[src/rtl/irq_lvl_pkg.sv]
package irq_lvl_pkg;

   localparam int REG_W      = 16;
   localparam int BE_W       = REG_W / 8;
   localparam int DEF_IDX_W  = 8;
   localparam int DEF_LVL_W  = 3;
   localparam int DEF_FIRST  = 12;
   localparam int DEF_MAX    = 63;

   typedef enum logic [1:0] {
      ACC_NONE  = 2'b00,
      ACC_LOW   = 2'b01,
      ACC_HIGH  = 2'b10,
      ACC_WORD  = 2'b11
   } acc_kind_e;

   function automatic acc_kind_e classify(input logic sel, input logic wr,
                                          input logic [BE_W-1:0] be);
      if (!(sel && wr)) return ACC_NONE;
      return acc_kind_e'(be);
   endfunction

endpackage

[src/rtl/irq_lvl_ptr.sv]
module irq_lvl_ptr #(
   parameter int IDX_W = 8
) (
   input  logic             clk,
   input  logic             rst_n,
   input  logic             load,
   input  logic [IDX_W-1:0] din,
   output logic [IDX_W-1:0] q
);

   always_ff @(posedge clk or negedge rst_n) begin
      if (!rst_n)    q <= '0;
      else if (load) q <= din;
   end

endmodule

[src/rtl/irq_lvl_wdec.sv]
module irq_lvl_wdec
   import irq_lvl_pkg::*;
#(
   parameter int IDX_W   = 8,
   parameter int FIRST   = 12,
   parameter int MAX_IRQ = 63,
   localparam int NSLOT  = MAX_IRQ - FIRST + 1
) (
   input  logic             acc_sel,
   input  logic             acc_wr,
   input  logic [BE_W-1:0]  acc_be,
   input  logic [IDX_W-1:0] new_idx,
   input  logic [IDX_W-1:0] cur_idx,
   output logic             ptr_load,
   output logic [NSLOT-1:0] slot_we
);

   acc_kind_e        kind;
   logic [IDX_W-1:0] tgt;
   logic             lvl_req;

   always_comb begin
      kind     = classify(acc_sel, acc_wr, acc_be);
      ptr_load = (kind == ACC_HIGH) || (kind == ACC_WORD);
      lvl_req  = (kind == ACC_LOW)  || (kind == ACC_WORD);
      tgt      = (kind == ACC_WORD) ? new_idx : cur_idx;
   end

   for (genvar s = 0; s < NSLOT; s++) begin : g_sel
      assign slot_we[s] = lvl_req && (tgt == IDX_W'(FIRST + s));
   end

endmodule

[src/rtl/irq_lvl_slots.sv]
module irq_lvl_slots #(
   parameter int LVL_W    = 3,
   parameter int NSLOT    = 52,
   parameter int RST_LVL  = 7,
   localparam int FLAT_W  = NSLOT * LVL_W
) (
   input  logic              clk,
   input  logic              rst_n,
   input  logic [NSLOT-1:0]  slot_we,
   input  logic [LVL_W-1:0]  wlvl,
   output logic [FLAT_W-1:0] slots_flat
);

   for (genvar s = 0; s < NSLOT; s++) begin : g_slot
      logic [LVL_W-1:0] lvl_q;
      always_ff @(posedge clk or negedge rst_n) begin
         if (!rst_n)          lvl_q <= LVL_W'(RST_LVL);
         else if (slot_we[s]) lvl_q <= wlvl;
      end
      assign slots_flat[s*LVL_W +: LVL_W] = lvl_q;
   end

endmodule

[src/rtl/irq_level_bank.sv]
module irq_level_bank
   import irq_lvl_pkg::*;
#(
   parameter int IDX_W    = DEF_IDX_W,
   parameter int LVL_W    = DEF_LVL_W,
   parameter int FIRST    = DEF_FIRST,
   parameter int MAX_IRQ  = DEF_MAX,
   parameter int RST_LVL  = 7,
   localparam int NSLOT   = MAX_IRQ - FIRST + 1,
   localparam int OUT_W   = (MAX_IRQ + 1) * LVL_W
) (
   input  logic              clk,
   input  logic              rst_n,
   input  logic              bus_sel,
   input  logic              bus_wr,
   input  logic [BE_W-1:0]   bus_be,
   input  logic [REG_W-1:0]  bus_wdata,
   output logic [REG_W-1:0]  bus_rdata,
   output logic [OUT_W-1:0]  levels_flat
);

   // elaboration-time parameter checks
   if (IDX_W < 1 || IDX_W > 8) begin : g_bad_idx
      $error("IDX_W must be 1..8");
   end
   if (LVL_W < 1 || LVL_W > 8) begin : g_bad_lvl
      $error("LVL_W must be 1..8");
   end
   if (MAX_IRQ < FIRST) begin : g_bad_range
      $error("MAX_IRQ must not be below FIRST");
   end
   if (MAX_IRQ >= (1 << IDX_W)) begin : g_bad_max
      $error("MAX_IRQ does not fit the pointer");
   end
   if (RST_LVL >= (1 << LVL_W)) begin : g_bad_rst
      $error("RST_LVL does not fit a level");
   end

   logic [IDX_W-1:0]       cur_idx;
   logic [IDX_W-1:0]       new_idx;
   logic [LVL_W-1:0]       new_lvl;
   logic                   ptr_load;
   logic [NSLOT-1:0]       slot_we;
   logic [NSLOT*LVL_W-1:0] slots_flat;
   logic [LVL_W-1:0]       rd_lvl;

   assign new_idx = bus_wdata[REG_W-1 -: IDX_W];
   assign new_lvl = bus_wdata[LVL_W-1:0];

   irq_lvl_ptr #(.IDX_W(IDX_W)) u_ptr (
      .clk   (clk),
      .rst_n (rst_n),
      .load  (ptr_load),
      .din   (new_idx),
      .q     (cur_idx)
   );

   irq_lvl_wdec #(.IDX_W(IDX_W), .FIRST(FIRST), .MAX_IRQ(MAX_IRQ)) u_wdec (
      .acc_sel  (bus_sel),
      .acc_wr   (bus_wr),
      .acc_be   (bus_be),
      .new_idx  (new_idx),
      .cur_idx  (cur_idx),
      .ptr_load (ptr_load),
      .slot_we  (slot_we)
   );

   irq_lvl_slots #(.LVL_W(LVL_W), .NSLOT(NSLOT), .RST_LVL(RST_LVL)) u_slots (
      .clk        (clk),
      .rst_n      (rst_n),
      .slot_we    (slot_we),
      .wlvl       (new_lvl),
      .slots_flat (slots_flat)
   );

   // readback: OR of matched slots, zero when pointer is outside the window
   always_comb begin
      rd_lvl = '0;
      for (int s = 0; s < NSLOT; s++) begin
         if (cur_idx == IDX_W'(FIRST + s))
            rd_lvl = rd_lvl | slots_flat[s*LVL_W +: LVL_W];
      end
   end

   always_comb begin
      bus_rdata = '0;
      bus_rdata[REG_W-1 -: IDX_W] = cur_idx;
      bus_rdata[LVL_W-1:0]        = rd_lvl;
   end

   // parallel export: fixed-priority numbers carry zero
   for (genvar n = 0; n <= MAX_IRQ; n++) begin : g_out
      if (n < FIRST) begin : g_fixed
         assign levels_flat[n*LVL_W +: LVL_W] = '0;
      end else begin : g_live
         assign levels_flat[n*LVL_W +: LVL_W] = slots_flat[(n-FIRST)*LVL_W +: LVL_W];
      end
   end

endmodule

[config.mk]
export PLATFORM = sky130hd
export DESIGN_NAME = irq_level_bank
export DESIGN_NICKNAME = d
export VERILOG_FILES = /design/src/rtl/irq_lvl_pkg.sv /design/src/rtl/irq_lvl_ptr.sv /design/src/rtl/irq_lvl_wdec.sv /design/src/rtl/irq_lvl_slots.sv /design/src/rtl/irq_level_bank.sv
export SDC_FILE = /design/constraint.sdc
export NUM_CORES = 1
export LEC_CHECK = 0
export ABC_AREA = 1
export BUFFER_PORTS_ARGS = -buffer_cell sky130_fd_sc_hd__buf_4
export CAP_MARGIN = 10
export CORE_MARGIN = 4
export CORE_UTILIZATION = 53
export DETAILED_ROUTE_END_ITERATION = 10
export GPL_TIMING_DRIVEN = 0
export PLACE_DENSITY = 0.78
export SETUP_SLACK_MARGIN = 0.3
export SYNTH_ARGS = -nofsm -noshare
export SYNTH_HDL_FRONTEND = slang
export SYNTH_SLANG_ARGS = --single-unit
export TNS_END_PERCENT = 50
[constraint.sdc]
create_clock -name clk -period 2.2 [get_ports clk]
set_clock_uncertainty 0.05 [all_clocks]
set_input_delay 0.11 -clock clk [delete_from_list [all_inputs] [get_ports clk]]
set_output_delay 0.11 -clock clk [all_outputs]
set_load 0.05 [all_outputs]
==> reports/qor.yml <==
yosys:
  synth_top_family_by_area: "simple AND/OR/NAND/NOR gates"
  synthMuxAreaShare_pct: 0
  yosys.area_share.simple_pct: 30.5
  ys_seq_area_share_pct: 51.4
  yosysWarnings: 0
  synth-xor-area-share_pct: 0
  syn_inst: 1090
  netlist_area_sq_mm: 0.00836
  synth_compound_area_share_pct: 10.6
  yosys_register_bits: 164
  syn_area_per_cell_sq_um: 7.67
  synthAdderAreaFrac_pct: 0
  yosysUniqueCellTypes: 21
place:
  post-place-ws_ns: -0.276
  port_buffers: 183
  post-dp-hpwl_mm: 22.0
  gp_congestion: 0.977
run:
  timing.max_cap.violations: 0
floorplanning:
  core_sq_mm: 0.0153
  placement_rows: 45
  io_pins: 230
  die_w_um: 134
  initial_core_util_pct: 54.6
  die-area_sq_mm: 0.0179
  chipHeight_um: 134
setup_path:
  r2r-end: "u_slots.g_slot[10].lvl_q[1]"
  reg2regPathDepth: 6
  criticalPathCategory: "register to output port"
  worst_setup_path_start_kind: "register"
  worstSetupEndpoint: "bus_rdata[1]"
  crit_path_end_kind: "output port"
  reg2reg_from: "u_ptr.q[2]"
  r2r_slack_ns: -0.02
  worstSetupStartpoint: "u_ptr.q[2]"
  critPathRequiredTime_ns: 2.04
  crit_arrival_ns: 2.50
  cp_max_fo: 6
finish:
  final_nets: 1415
  drive_gt1_share_pct: 49.4
  diodes: 0
  post-route-util_pct: 82.6
  syn_to_final_growth_pct: 51.3
drt:
  drt_wl_total_mm: 34.6
  postRouteAntennaNets: 0
  wire_per_inst_um: 21.4
  vias: 9611
  vias_per_cell: 5.94
  dr.pass1.iters: 7
  drt_iter0_markers: 1373
  drc_errors: 0
clock_tree:
  clock_path_buffers: 2
  root_buffer: "clkbuf_16"
  cts-buffers-inserted: 17
  cts_tree: "yes"
  cts_max_level: 4
  path_clk_slew_ns: 0.07
  insertion_delay_ns: 0.45
  cts_sinks: 164
global_route:
  grt_pass1_wl_mm: 47.0
  track_usage_pct: 34.4
  grt_max_degree: 94
  grt_pass1_vias: 8550
  antenna_found_initial: 0
  overflow: 0
power_and_ir_drop:
  pwr-share-clk_pct: 36.7
  total_leakage_power_nw: 5.62
  power_density_mw_per_mm2: 692
  ir_drop_uv: 603
  power_frac_seq_pct: 38.9
  p_int_w: 0.00583
  p_sw_w: 0.00292
  p_sw_share_pct: 33.4
  pwr-share-comb_pct: 24.5
sta:
  worst_slack_ns: -0.457
  grt_setup_unrepaired: "yes"
  tns_ns: -1.12
  hold_slack_ns: 0.00357
  final-setup-viol-count: 7
  post-route-period-util_pct: 121
  period_needed_ns: 2.66
  worstMarginPinSlew_ns: 0.875
  relSlewSlack_pct: 41.6
  fmax_mhz: 376
  report.final.hold_viol_count: 0
  drv_slew: 0
status:
  violations: "negative setup slack"
  status: "complete, but fails checks"
min_path:
  min_from: "bus_wr"
  worstHoldPathType: "input port to register"
worst max-delay path, cell delays in order, from the launching register on:
cell and delay, ns:
dfrtp_2 0.54, inv_4 0.16, nand2_1 0.14, nor2_1 0.23, nand3_1 0.14, nand2_1 0.23, inv_1 0.08, nand2_1 0.08
nor2_1 0.05, nand2_1 0.11, nor2_2 0.06, nand2_2 0.09, buf_8 0.15
worst min path at each step:
stage / to / slack (ns) / cells after the start
after floorplan: u_ptr.q[0] / -0.24 / 0
after global placement: u_ptr.q[5] / 0.32 / 3
after detailed placement: u_ptr.q[2] / 0.19 / 1
after CTS: u_ptr.q[7] / 0.005 / 4
after global routing: u_ptr.q[7] / 0.03 / 4
final: u_ptr.q[7] / 0.004 / 4
synthesized netlist by cell type:
library cell  count  share of area [%]
nor2_4            1               0.13
dfrtp_1           8                2.4
dfstp_2         156                 49
nor2_2            5               0.37
buf_2             2               0.12
conb_1            1              0.045
inv_1            48                2.2
nand3_4           1               0.21
clkbuf_1         26                1.2
buf_4            42                3.8
nand2_1         399                 18
nor3b_1           1              0.090
o21ai_1          19                1.1
nor3_1            3               0.18
nor2_1          100                4.5
nand3_1         118                7.1
and3_1            1              0.075
o211ai_1          1              0.090
buf_6             2               0.27
o21ai_0         153                9.2
a21oi_1           3               0.18
cells in the final DEF, fill, tap and decap left out, types with 34 or more instances in the layout:
cell type	synthesis	final
dfstp_2	156	156
buf_4	42	259
inv_1	48	34
o21ai_0	153	95
o21ai_1	19	63
nand2_1	399	313
nor2_4	1	50
nand3_1	118	99
nand2_2	0	56
conb_1	1	41
cells by family after synthesis:
logic type      after synthesis
buf+inv                     120
other cells                   1
simple gates                629
flops                       164
compound gates              176
layer usage:
layer / global-route usage (%) / part of all wire (%) / wire [um] / vias up
met2: 52.4 / 44 / 15300 / 791
met1: 43.0 / 35 / 12200 / 4500
li1: - / - / - / 4085
met4: 21.8 / 8.2 / 2840 / 0
met3: 9.78 / 13 / 4370 / 235
met5: 2.22 / 0 / 0 / -
state kept, by name (all words and copies together), names as in the netlist:
register and count:
u_slots.g_slot.lvl_q 156, u_ptr.q 8
repair_timing:
action                                  CTS  global route
buffers inserted                         29            17
endpoints found under the setup margin  128           157
resized for setup                       192           211
cloned                                    4             0
hold buffers                             10             0
pin swaps                                26            51
hold endpoints to repair                 10             0
stage by stage:
stage	cells	total power (W)	instance area, sq um
after detailed placement	1525	0.00490	10200
after global placement	1524	0.00488	10200
after floorplan	1130	0.00440	8560
after CTS	1600	0.00839	11800
final	1617	0.00876	12700
after global routing	1617	0.00897	12700
power groups by stage:
stage	combinational, W	sequential (W)	clock (W)
2_1_floorplan	0.000606	0.00379	0
3_5_place_dp	0.00150	0.00340	0
4_1_cts	0.00182	0.00337	0.00320
5_1_grt	0.00221	0.00342	0.00334
3_3_place_gp	0.00148	0.00340	0
6_report	0.00214	0.00341	0.00321
cell type report:
| class | instances | area [sq um] |
|---|---|---|
| repair buffers | 244 | 2000 |
| clock inverters | 9 | 149 |
| clock buffers | 23 | 478 |
| multi-input cells | 846 | 4680 |
| flip-flops and latches | 164 | 4310 |
| plain buffers | 72 | 581 |
| inverters | 48 | 193 |
| well taps | 211 | 264 |
| fillers | 893 | 2660 |
Note: power is estimated with default switching activity, not from simulation.
